==> src/rtl/can_sw_pkg.sv <==
// Package: shared constants and helpers for the CAN sleep/wake block.
// Assumes the flag register places channel flags contiguously from FLAG_LSB.
package can_sw_pkg;

    // Bit position of channel 0 in the wake flag register.
    localparam int FLAG_LSB = 1;

    // Default number of synchronizer stages on each receive line.
    localparam int SYNC_DEPTH = 2;

    // Mask of the implemented flag bits for a register of width w with n channels.
    function automatic logic [31:0] flag_mask(input int n);
        logic [31:0] m;
        m = '0;
        for (int i = 0; i < n; i++) begin
            m[FLAG_LSB + i] = 1'b1;
        end
        return m;
    endfunction

endpackage

==> src/rtl/can_rxd_fall_det.sv <==
// Module: synchronizes one raw receive line and flags a 1-to-0 transition.
// Assumes rxd_raw is asynchronous; the line idles high (recessive), so all
// flops reset to 1 and no edge is reported on leaving reset.
module can_rxd_fall_det #(
    parameter int STAGES = can_sw_pkg::SYNC_DEPTH
) (
    input  logic clk,
    input  logic rst_n,
    input  logic rxd_raw,
    output logic fall
);

    localparam int TOP = STAGES - 1;

    logic [TOP:0] sync_q;
    logic         prev_q;

    // Shift the raw line through the synchronizer chain.
    generate
        if (STAGES == 1) begin : g_one
            always_ff @(posedge clk) begin
                if (!rst_n) sync_q <= 1'b1;
                else        sync_q <= rxd_raw;
            end
        end else begin : g_chain
            always_ff @(posedge clk) begin
                if (!rst_n) sync_q <= '1;
                else        sync_q <= {sync_q[TOP-1:0], rxd_raw};
            end
        end
    endgenerate

    // Hold the previous synchronized sample for edge detection.
    always_ff @(posedge clk) begin
        if (!rst_n) prev_q <= 1'b1;
        else        prev_q <= sync_q[TOP];
    end

    assign fall = prev_q & ~sync_q[TOP];


    no_double_fall_chk: assert property (@(posedge clk) disable iff (!rst_n)
        fall |=> !fall);

endmodule

==> src/rtl/can_sleep_ctrl.sv <==
// Module: sleep request bit and sleep state of one channel.
// Assumes wake is a single-cycle synchronized falling-edge pulse.
module can_sleep_ctrl (
    input  logic clk,
    input  logic rst_n,
    input  logic reset_mode,
    input  logic irq_pending,
    input  logic bus_active,
    input  logic req_wr,
    input  logic req_wdata,
    input  logic wake,
    output logic req,
    output logic asleep
);

    logic req_q;
    logic asleep_q;
    logic wake_sleeping;

    assign wake_sleeping = wake & asleep_q;

    // Sleep request bit: set only outside reset mode, cleared by a write or a wake.
    always_ff @(posedge clk) begin
        if (!rst_n) begin
            req_q <= 1'b0;
        end else if (wake_sleeping) begin
            req_q <= 1'b0;
        end else if (req_wr) begin
            if (!req_wdata)       req_q <= 1'b0;
            else if (!reset_mode) req_q <= 1'b1;
        end
    end

    // Sleep state: enter on request with a quiet channel, leave on wake or withdrawn request.
    always_ff @(posedge clk) begin
        if (!rst_n) begin
            asleep_q <= 1'b0;
        end else if (wake_sleeping || !req_q) begin
            asleep_q <= 1'b0;
        end else if (!asleep_q && !irq_pending && !bus_active && !wake) begin
            asleep_q <= 1'b1;
        end
    end

    assign req    = req_q;
    assign asleep = asleep_q;


    rm_blocks_set_chk: assert property (@(posedge clk) disable iff (!rst_n)
        (req_wr && req_wdata && reset_mode && !req_q && !wake) |=> !req_q);


    entry_guard_chk: assert property (@(posedge clk) disable iff (!rst_n)
        $rose(asleep_q) |-> $past(req_q && !irq_pending && !bus_active));


    wake_exit_chk: assert property (@(posedge clk) disable iff (!rst_n)
        (asleep_q && wake) |=> (!asleep_q && !req_q));

endmodule

==> src/rtl/can_wake_flags.sv <==
// Module: shared write-one-to-clear wake flag register for all channels.
// Assumes wake_evt is one pulse per edge; a set beats a clear in the same cycle.
module can_wake_flags #(
    parameter int NCH   = 2,
    parameter int REG_W = 32
) (
    input  logic             clk,
    input  logic             rst_n,
    input  logic [NCH-1:0]   wake_evt,
    input  logic             wr,
    input  logic [REG_W-1:0] wdata,
    output logic [NCH-1:0]   flags,
    output logic [REG_W-1:0] rdata
);

    localparam int LSB = can_sw_pkg::FLAG_LSB;

    logic [NCH-1:0] flag_q;
    logic [NCH-1:0] clr;

    assign clr = wr ? wdata[LSB +: NCH] : '0;

    // Update flags: clear the written ones, then merge new events on top.
    always_ff @(posedge clk) begin
        if (!rst_n) flag_q <= '0;
        else        flag_q <= (flag_q & ~clr) | wake_evt;
    end

    // Place the flags in the read word; everything else reads zero.
    always_comb begin
        rdata = '0;
        rdata[LSB +: NCH] = flag_q;
    end

    assign flags = flag_q;


    set_lands_chk: assert property (@(posedge clk) disable iff (!rst_n)
        (|wake_evt) |=> ((flag_q & $past(wake_evt)) == $past(wake_evt)));


    w1c_clears_chk: assert property (@(posedge clk) disable iff (!rst_n)
        wr |=> ((flag_q & $past(clr & ~wake_evt)) == '0));


    w0_keeps_chk: assert property (@(posedge clk) disable iff (!rst_n)
        1'b1 |=> ((flag_q & $past(flag_q & ~clr)) == $past(flag_q & ~clr)));

endmodule

==> src/rtl/can_sleep_wake.sv <==
// Module: top of the CAN sleep/wake controller. Per channel it instantiates a
// receive-line edge detector and a sleep controller, and it shares one wake
// flag register across channels. Assumes NCH + FLAG_LSB <= REG_W.
module can_sleep_wake #(
    parameter int NCH   = 2,
    parameter int REG_W = 32,
    parameter int SYNC  = can_sw_pkg::SYNC_DEPTH
) (
    input  logic             clk,
    input  logic             rst_n,
    input  logic [NCH-1:0]   rxd,
    input  logic [NCH-1:0]   reset_mode,
    input  logic [NCH-1:0]   irq_pending,
    input  logic [NCH-1:0]   bus_active,
    input  logic [NCH-1:0]   sreq_wr,
    input  logic [NCH-1:0]   sreq_wdata,
    input  logic [NCH-1:0]   wake_ie,
    input  logic             wflag_wr,
    input  logic [REG_W-1:0] wflag_wdata,
    output logic [REG_W-1:0] wflag_rdata,
    output logic [NCH-1:0]   sleep_req,
    output logic [NCH-1:0]   asleep,
    output logic [NCH-1:0]   wake_irq
);

    logic [NCH-1:0] fall;
    logic [NCH-1:0] flags;

    // Per-channel edge detector and sleep controller.
    generate
        for (genvar c = 0; c < NCH; c++) begin : g_ch
            can_rxd_fall_det #(.STAGES(SYNC)) u_det (
                .clk     (clk),
                .rst_n   (rst_n),
                .rxd_raw (rxd[c]),
                .fall    (fall[c])
            );

            can_sleep_ctrl u_slp (
                .clk         (clk),
                .rst_n       (rst_n),
                .reset_mode  (reset_mode[c]),
                .irq_pending (irq_pending[c]),
                .bus_active  (bus_active[c]),
                .req_wr      (sreq_wr[c]),
                .req_wdata   (sreq_wdata[c]),
                .wake        (fall[c]),
                .req         (sleep_req[c]),
                .asleep      (asleep[c])
            );
        end
    endgenerate

    can_wake_flags #(.NCH(NCH), .REG_W(REG_W)) u_flags (
        .clk      (clk),
        .rst_n    (rst_n),
        .wake_evt (fall),
        .wr       (wflag_wr),
        .wdata    (wflag_wdata),
        .flags    (flags),
        .rdata    (wflag_rdata)
    );

    assign wake_irq = flags & wake_ie;


    reset_clean_chk: assert property (@(posedge clk)
        !rst_n |=> (sleep_req == '0 && asleep == '0 && wflag_rdata == '0));


    asleep_has_req_chk: assert property (@(posedge clk) disable iff (!rst_n)
        1'b1 |=> ((asleep & ~$past(sleep_req)) == '0));

endmodule

==> config.mk <==
export PLATFORM = sky130hd
export DESIGN_NAME = can_sleep_wake
export DESIGN_NICKNAME = d
export VERILOG_FILES = /design/src/rtl/can_sw_pkg.sv /design/src/rtl/can_rxd_fall_det.sv /design/src/rtl/can_sleep_ctrl.sv /design/src/rtl/can_wake_flags.sv /design/src/rtl/can_sleep_wake.sv
export SDC_FILE = /design/constraint.sdc
export NUM_CORES = 1
export LEC_CHECK = 0
export BUFFER_PORTS_ARGS = -buffer_cell sky130_fd_sc_hd__buf_2
export CAP_MARGIN = 30
export CORE_MARGIN = 4
export CORE_UTILIZATION = 34
export CTS_CLUSTER_DIAMETER = 30
export CTS_CLUSTER_SIZE = 20
export DETAILED_ROUTE_END_ITERATION = 7
export PLACE_DENSITY = 0.88
export SLEW_MARGIN = 20
export SYNTH_ARGS = -nofsm -noshare
export SYNTH_HDL_FRONTEND = slang
export SYNTH_SLANG_ARGS = --single-unit
==> constraint.sdc <==
create_clock -name clk -period 1.5 [get_ports clk]
set_input_delay 0.225 -clock clk [delete_from_list [all_inputs] [get_ports clk]]
set_output_delay 0.225 -clock clk [all_outputs]
set_load 0.02 [all_outputs]
# Yosys cells after proc, flatten, opt, wreduce, memory -nomap -nowiden
# Cells that the tools add are included.
# W data, S select, Z words.
[classes]
eq_ne = 2
n_mux = 5
reduce_logical = 24
bitwise = 11
[ops]
columns = ["cell", "n"]
rows = [
  ["$logic_not A1 Y1", 10],
  ["$reduce_or A2 Y1", 4],
  ["$logic_and A1 B1 Y1", 6],
  ["$and A1 B1 Y1", 4],
  ["$and A2 B2 Y2", 2],
  ["$mux W1", 4],
  ["$ne A2 B2 Y1 const B", 2],
  ["$reduce_and A2 Y1", 2],
  ["$not A1 Y1", 3],
  ["$logic_or A1 B1 Y1", 2],
  ["$mux W2", 1],
  ["$not A2 Y2", 1],
  ["$or A2 B2 Y2", 1],
]
[totals]
in_bits = 49
wordCells = 51
out_inout_bits = 38
ff_bits = 12

# Longest topological paths before layout
# Gate-level depths: netlist of run 1.
[logic_depth]
word_depth = 5
ltp_mapped = 3

# Modules after synthesis
# From an unflattened synthesis of run 1, not the netlist that was laid out.
[hier_totals]
hier_cells = 73
area_unflattened_um2 = 669.4
[modules_own_cells]
columns = ["mod", "instances", "area_per_inst_um2", "seq_area_each_um2", "cells_per_inst"]
rows = [
  ["can_wake_flags", 1, 314.1, 40.0, 41],
  ["can_sleep_ctrl", 2, 86.3, 40.0, 8],
  ["can_rxd_fall_det", 2, 85.1, 60.1, 7],
  ["can_sleep_wake", 1, 12.5, 0.0, 2],
]

# Least setup slack after synthesis of run 1
# Ideal clock, no wire load.
[synth_path]
path_kind = "reg-to-output"
startpoint = "reg u_flags.flag_q[0] (netlist: u_flags.flags[0])"
endpoint = "out wake_irq[0]"
path_slack_ns = 0.577
arrival_ns = 0.698
path_stages_with_launch = 2
n_path_buf = 0
required_ns = 1.275
path_cell_list = "dfxtp_1 and2_1"
[synth_via]
elab_chain_cells = 1
[synth_rtl]
columns = ["item", "line", "source"]
rows = [
  ["start, declared", "can_wake_flags.sv:18", "logic [NCH-1:0] flag_q;"],
  ["start signal, assigned", "can_wake_flags.sv:26", "else flag_q <= (flag_q & ~clr) | wake_evt;"],
  ["$and A2 B2 Y2", "can_sleep_wake.sv:64", "assign wake_irq = flags & wake_ie;"],
  ["end, declared", "can_sleep_wake.sv:23", "output logic [NCH-1:0] wake_irq"],
]
# No other way between the ends.

# Worst setup path in the final report of run 1
# Ends and elaborated chain as after synthesis.

==> results of run 1 <==
==> cells by family after synthesis <==
kind of cell / share of synthesized area
buffers and inverters: 0.392
and+or+nand+nor: 0.159
DFF: 0.339
AOI/OAI and AO/OA: 0.104
other: 0.00530
==> state kept, by name (all words and copies together), names as in the netlist <==
register / flops
g_ch.u_det.sync_q: 4
g_ch.u_det.prev_q: 2
g_ch.u_slp.asleep: 2
g_ch.u_slp.req: 2
u_flags.flags: 2
==> per-stage QoR <==
| step | setup slack, ns | power (W) | utilization | std cells |
|---|---|---|---|---|
| after floorplan | 0.577 | 0.000513 | - | 109 |
| after global placement | 0.663 | 0.000480 | 0.366 | 127 |
| after detailed placement | 0.658 | 0.000484 | 0.366 | 127 |
| after CTS | 0.370 | 0.000674 | 0.378 | 130 |
| after global routing | 0.319 | 0.000706 | 0.378 | 130 |
| final | 0.391 | 0.000666 | 0.378 | 130 |
==> power groups by stage <==
stage / registers (W) / logic, W / clock network [W]
finish: 0.000337 / 0.000140 / 0.000188
CTS: 0.000337 / 0.000140 / 0.000197
floorplan: 0.000347 / 0.000167 / 0
detailed placement: 0.000345 / 0.000139 / 0
global placement: 0.000344 / 0.000135 / 0
global route: 0.000339 / 0.000155 / 0.000212
==> critical path, delay by kind of cell, from the launching register on <==
family | cells | cell delay, ns
simple gates | 1 | 0.12
flops | 1 | 0.34
buf+inv | 1 | 0.16
==> routing by layer <==
metal	vias up	wire length [um]	track usage
met5	-	0	0
met4	0	36	0.0766
met3	3	168	0.0194
met2	34	600	0.155
met1	198	350	0.0684
li1	232	-	-
==> synthesized netlist by cell type, drive strengths merged <==
| cell | count | share of area |
|---|---|---|
| or2b | 2 | 0.021 |
| nand2 | 6 | 0.032 |
| a21oi | 2 | 0.014 |
| nand2b | 3 | 0.027 |
| nor3 | 1 | 0.014 |
| inv | 4 | 0.021 |
| nor2 | 3 | 0.016 |
| a31oi | 1 | 0.018 |
| buf | 35 | 0.37 |
| a211oi | 1 | 0.018 |
| o2111a | 1 | 0.016 |
| o221ai | 1 | 0.021 |
| and2b | 1 | 0.011 |
| a21boi | 1 | 0.011 |
| and2 | 2 | 0.018 |
| conb | 1 | 0.0053 |
| o21ai | 1 | 0.0071 |
| dfxtp | 12 | 0.34 |
| nor2b | 2 | 0.021 |
==> worst paths after layout <==
path	to	slack (ns)	depth (start not counted)
worst max-delay path	wake_irq[0]	0.39	2
worst min-delay path	g_ch[0].u_det.sync_q[0]$_SDFF_PN1_	0.13	2
worst max register to register	u_flags.flags[0]$_SDFF_PN0_	0.73	3
worst min register to register	g_ch[1].u_det.sync_q[1]$_SDFF_PN1_	0.40	1
==> layout make-up <==
cell class | count | area, sq um
well taps | 27 | 33.8
multi-input cells | 58 | 299
repair buffers | 26 | 130
clock buffers | 3 | 22.5
fillers | 211 | 1220
flip-flops and latches | 12 | 240
inverters | 4 | 15.0
==> metrics, run 1 <==
path type of the worst setup path reg -> out; part of the power in registers 0.507; CTS tree done; clock share of power 0.282; cell with the largest stage delay on the worst path sky130_fd_sc_hd__dfxtp_1; WL final 1.16 mm; post-detail-place hpwl 1.02 mm; synthesis-to-layout area growth 4.59%; number of slew-limit violations in the final report 0; Crit. End Element output port; Hold Startpoint rxd[0]; Post-DRT Antenna Nets 0; final routed wire length divided by cell count 8.88 um; leading cell type in the layout, fill and taps excluded sky130_fd_sc_hd__conb_1; Data arrival, critical path 0.88 ns; crit path launch type register; maximum number of buffers from clock root to sink 2; total congestion overflow after global routing 0; post-CTS setup repair buffer count 0; switching power of the nets 0.000205 W; area of placed instances 718 sq um; Antenna Diode Count 0; Combinational Power Share 0.211; required time of the worst setup path 1.27 ns; number of standard cells after synthesis 80; Num Clock Sinks 12; leakage power figure 0.409 nW; clock slew at reported path FFs 0.07 ns; worst hold-check slack 0.128 ns; synth unique cells 20; VDD IR max 0.000338 V; post-synthesis average cell area 8.85 sq um; antenna violations before repair 0; internal power of the cells 0.000460 W; library cell used as clock root buffer sky130_fd_sc_hd__clkbuf_4; number of levels the H-tree was split into 1; Yosys warning count 0; pin count of the biggest net entering global routing 13; horizontal die dimension 53.6 um; TritonCTS Buffers 3; via density per instance 3.59; setup repair after global routing missed its margin no; delay of the slowest cell on the worst path 0.34 ns; cell-by-cell listing of the critical path and2_1 -> buf_2; number of global-route vias before repair 415; input/output buffers 26; wire length of the first global-routing pass 1.61 mm; initial standard-cell utilization of the core 0.361; hold bufs inserted after CTS 0; insertion delay to the later sink of the worst-skew pair 0.27 ns; core box area 1960 sq um; launching instance or port of the critical path u_flags.flags[0]$_SDFF_PN0_; outcome finished clean; leading cell types in the layout, fill and taps excluded 30 x sky130_fd_sc_hd__conb_1, 26 x sky130_fd_sc_hd__buf_2, 12 x sky130_fd_sc_hd__dfxtp_1; proportion of layout cells with a drive suffix above 1 0.330; Post-Route Skew 0.000105 ns; number of DRC markers in iteration 0 2; total count of hold-check failures in the final report 0; time the final worst path needs with I/O delays and setup 1.11 ns; Finished Cell Area 741 sq um; synthesized flop and latch total 12; vias post-DR 467; final-layout setup total negative slack 0 ns; Rows 16; final estimated routing congestion in global placement 0.641; period utilization 0.740; Final nets 154; Worst R2R Start g_ch[0].u_det.prev_q$_SDFF_PN1_; post-cts repair resize count 0; I/O pins 87; switching fraction of total power 0.309; Critical Path Fanout Max 3; count of unresolved DRC violations after routing 0; combined global-route utilization of all metal layers 0.0819; Final setup viols 0; count of TritonRoute iterations in the first routing pass 2; total die area 2880 sq um; die height 53.6 um; power density relative to cell area 899 nW/um^2; Cell Area, Synth 708 sq um; share of synthesized area occupied by flip-flops and latches 0.339; number of maximum-capacitance constraint violations 0; upper clock frequency limit 901 MHz; worst hold path type in -> reg
(Power assumes the default switching activity.)
==> run 2: changes to the inputs <==
Settings changed: CORE_UTILIZATION 34 to 32, PLACE_DENSITY 0.88 to 0.83.
Clock period 1.5 ns to 1.04 ns, I/O delays scaled along.
==> metrics, run 2 (synthesis results as in run 1) <==
Largest Register g_ch.u_det.sync_q; I/O pins 87; post-detail-place hpwl 953 um; Critical Path Fanout Max 3; cell with the largest stage delay on the worst path sky130_fd_sc_hd__dfxtp_2; time the final worst path needs with I/O delays and setup 1.02 ns; Fillers 206; pre-CTS worst setup slack 0.276 ns; delay of the slowest cell on the worst path 0.33 ns; insertion delay to the later sink of the worst-skew pair 0.26 ns; endpoint of the worst-slack reg-to-reg timing path g_ch[0].u_slp.req$_SDFFE_PP0P_; combined global-route utilization of all metal layers 0.0646; max reg flops 4; library cell used as clock root buffer sky130_fd_sc_hd__clkbuf_4; detailed-routed wire length on met2 626 um; initial standard-cell utilization of the core 0.350; clock slew at reported path FFs 0.07 ns; pin count of the biggest net entering global routing 13; number of levels the H-tree was split into 1; count of unresolved DRC violations after routing 0; antenna violations before repair 0; Register-to-Register Setup Slack 0.29 ns; total count of hold-check failures in the final report 0; outcome finished clean; post-CTS setup repair buffer count 0; Post-DRT Antenna Nets 0; Hold Startpoint rxd[0]; path type of the worst setup path reg -> out; vias post-DR 467; VDD IR max 0.000686 V; WL final 1.08 mm; power density relative to cell area 1360 nW/um^2; Rows 16; total congestion overflow after global routing 0; leading cell types in the layout, fill and taps excluded 30 x sky130_fd_sc_hd__conb_1, 24 x sky130_fd_sc_hd__buf_2, 10 x sky130_fd_sc_hd__dfxtp_1; worst hold path type in -> reg; Antenna Diode Count 0; Hold Path End g_ch[0].u_det.sync_q[0]$_SDFF_PN1_; maximum number of buffers from clock root to sink 2; number of maximum-capacitance constraint violations 0; Crit. End Element output port; reg2reg path depth 2; core box area 2020 sq um; upper clock frequency limit 981 MHz; final-layout setup total negative slack 0 ns; via density per instance 3.56; synthesis-to-layout area growth 8.48%; Final nets 154; met3 wire length 149 um; final routed wire length divided by cell count 8.27 um; Num Clock Sinks 12; worst setup slack after layout 0.0201 ns; number of slew-limit violations in the final report 0; highest metal layer used by the detailed router met3; number of global-route vias before repair 384; die height 55.0 um; Worst R2R Start g_ch[0].u_det.prev_q$_SDFF_PN1_; CTS tree done; proportion of layout cells with a drive suffix above 1 0.365; number of DRC markers in iteration 0 3; final estimated routing congestion in global placement 0.609; final cell count without fillers 131; period utilization 0.981; launching instance or port of the critical path u_flags.flags[1]$_SDFF_PN0_; leading cell type in the layout, fill and taps excluded sky130_fd_sc_hd__conb_1; input/output buffers 26; instance count after placement with tap cells included 127; Metal-1 WL 308 um; depth of the worst hold-timing path 2; leakage power figure 0.419 nW; Post-Route Skew 0.00150 ns; wire length of the first global-routing pass 1.38 mm; cell-by-cell listing of the critical path and2_4 -> buf_6; crit path launch type register; required time of the worst setup path 0.88 ns; TritonCTS Buffers 3; total die area 3030 sq um; horizontal die dimension 55.0 um; count of TritonRoute iterations in the first routing pass 2; Final setup viols 0; Data arrival, critical path 0.86 ns
-- run 2: cell count changes in the layout (fill, tap and decap cells not counted) --
| cell | before | now |
|---|---|---|
| sky130_fd_sc_hd__buf_4 | 0 | 1 |
| sky130_fd_sc_hd__and2_4 | 0 | 1 |
| sky130_fd_sc_hd__clkbuf_8 | 0 | 1 |
| sky130_fd_sc_hd__dfxtp_1 | 12 | 10 |
| sky130_fd_sc_hd__buf_6 | 0 | 1 |
| sky130_fd_sc_hd__and2_1 | 2 | 1 |
| sky130_fd_sc_hd__buf_2 | 26 | 24 |
| sky130_fd_sc_hd__dfxtp_2 | 0 | 2 |
-- run 2: stage by stage --
step	total power, W	area [sq um]	hold WS, ns	util
detailed placement	0.000696	718	0.335	0.355
global placement	0.000692	718	0.333	0.355
global route	0.00109	768	0.0679	0.380
CTS	0.00105	758	0.0561	0.375
finish	0.00104	768	0.0662	0.380
floorplan	0.000740	817	0.252	-
-- run 2: worst max path at each step --
stage	slack (ns)	cells after the start	endpoint
6_report	0.02	2	wake_irq[1]
5_1_grt	-0.007	2	wake_irq[1]
4_1_cts	-0.008	2	wake_irq[1]
3_5_place_dp	0.28	2	wake_irq[1]
3_3_place_gp	0.28	2	wake_irq[0]
2_1_floorplan	0.19	1	wake_irq[0]
-- run 2: repair_timing --
action / in CTS / in global routing
resized for setup: 2 / 4
hold buffers: 0 / 0
endpoints found under the setup margin: 2 / 2
-- run 2: report_power, final --
part	internal [W]	switching, W
clock network	0.000212	0.000140
registers	0.000478	0.00000885
logic	0.0000548	0.000149
-- run 2: layer usage --
| layer | vias up | global-route usage |
|---|---|---|
| met3 | 0 | 0.0161 |
| met1 | 201 | 0.0468 |
| met4 | 0 | 0.0364 |
| met5 | - | 0 |
| li1 | 236 | - |
| met2 | 30 | 0.142 |
-- run 2: final cells by class --
cell class / instances / area (sq um) / area share
Timing Repair Buffer: 26 / 139 / 0.181
Inverter: 4 / 15.0 / 0.0195
Clock buffer: 4 / 36.3 / 0.0472
Multi-Input combinational cell: 58 / 302 / 0.393
Sequential cell: 12 / 243 / 0.316
Tap cell: 27 / 33.8 / 0.0440
-- run 2: critical path: cells and delay by family (launching register included) --
family | cells | cell delay [ns]
simple gates | 1 | 0.15
flops | 1 | 0.33
buf+inv | 1 | 0.12
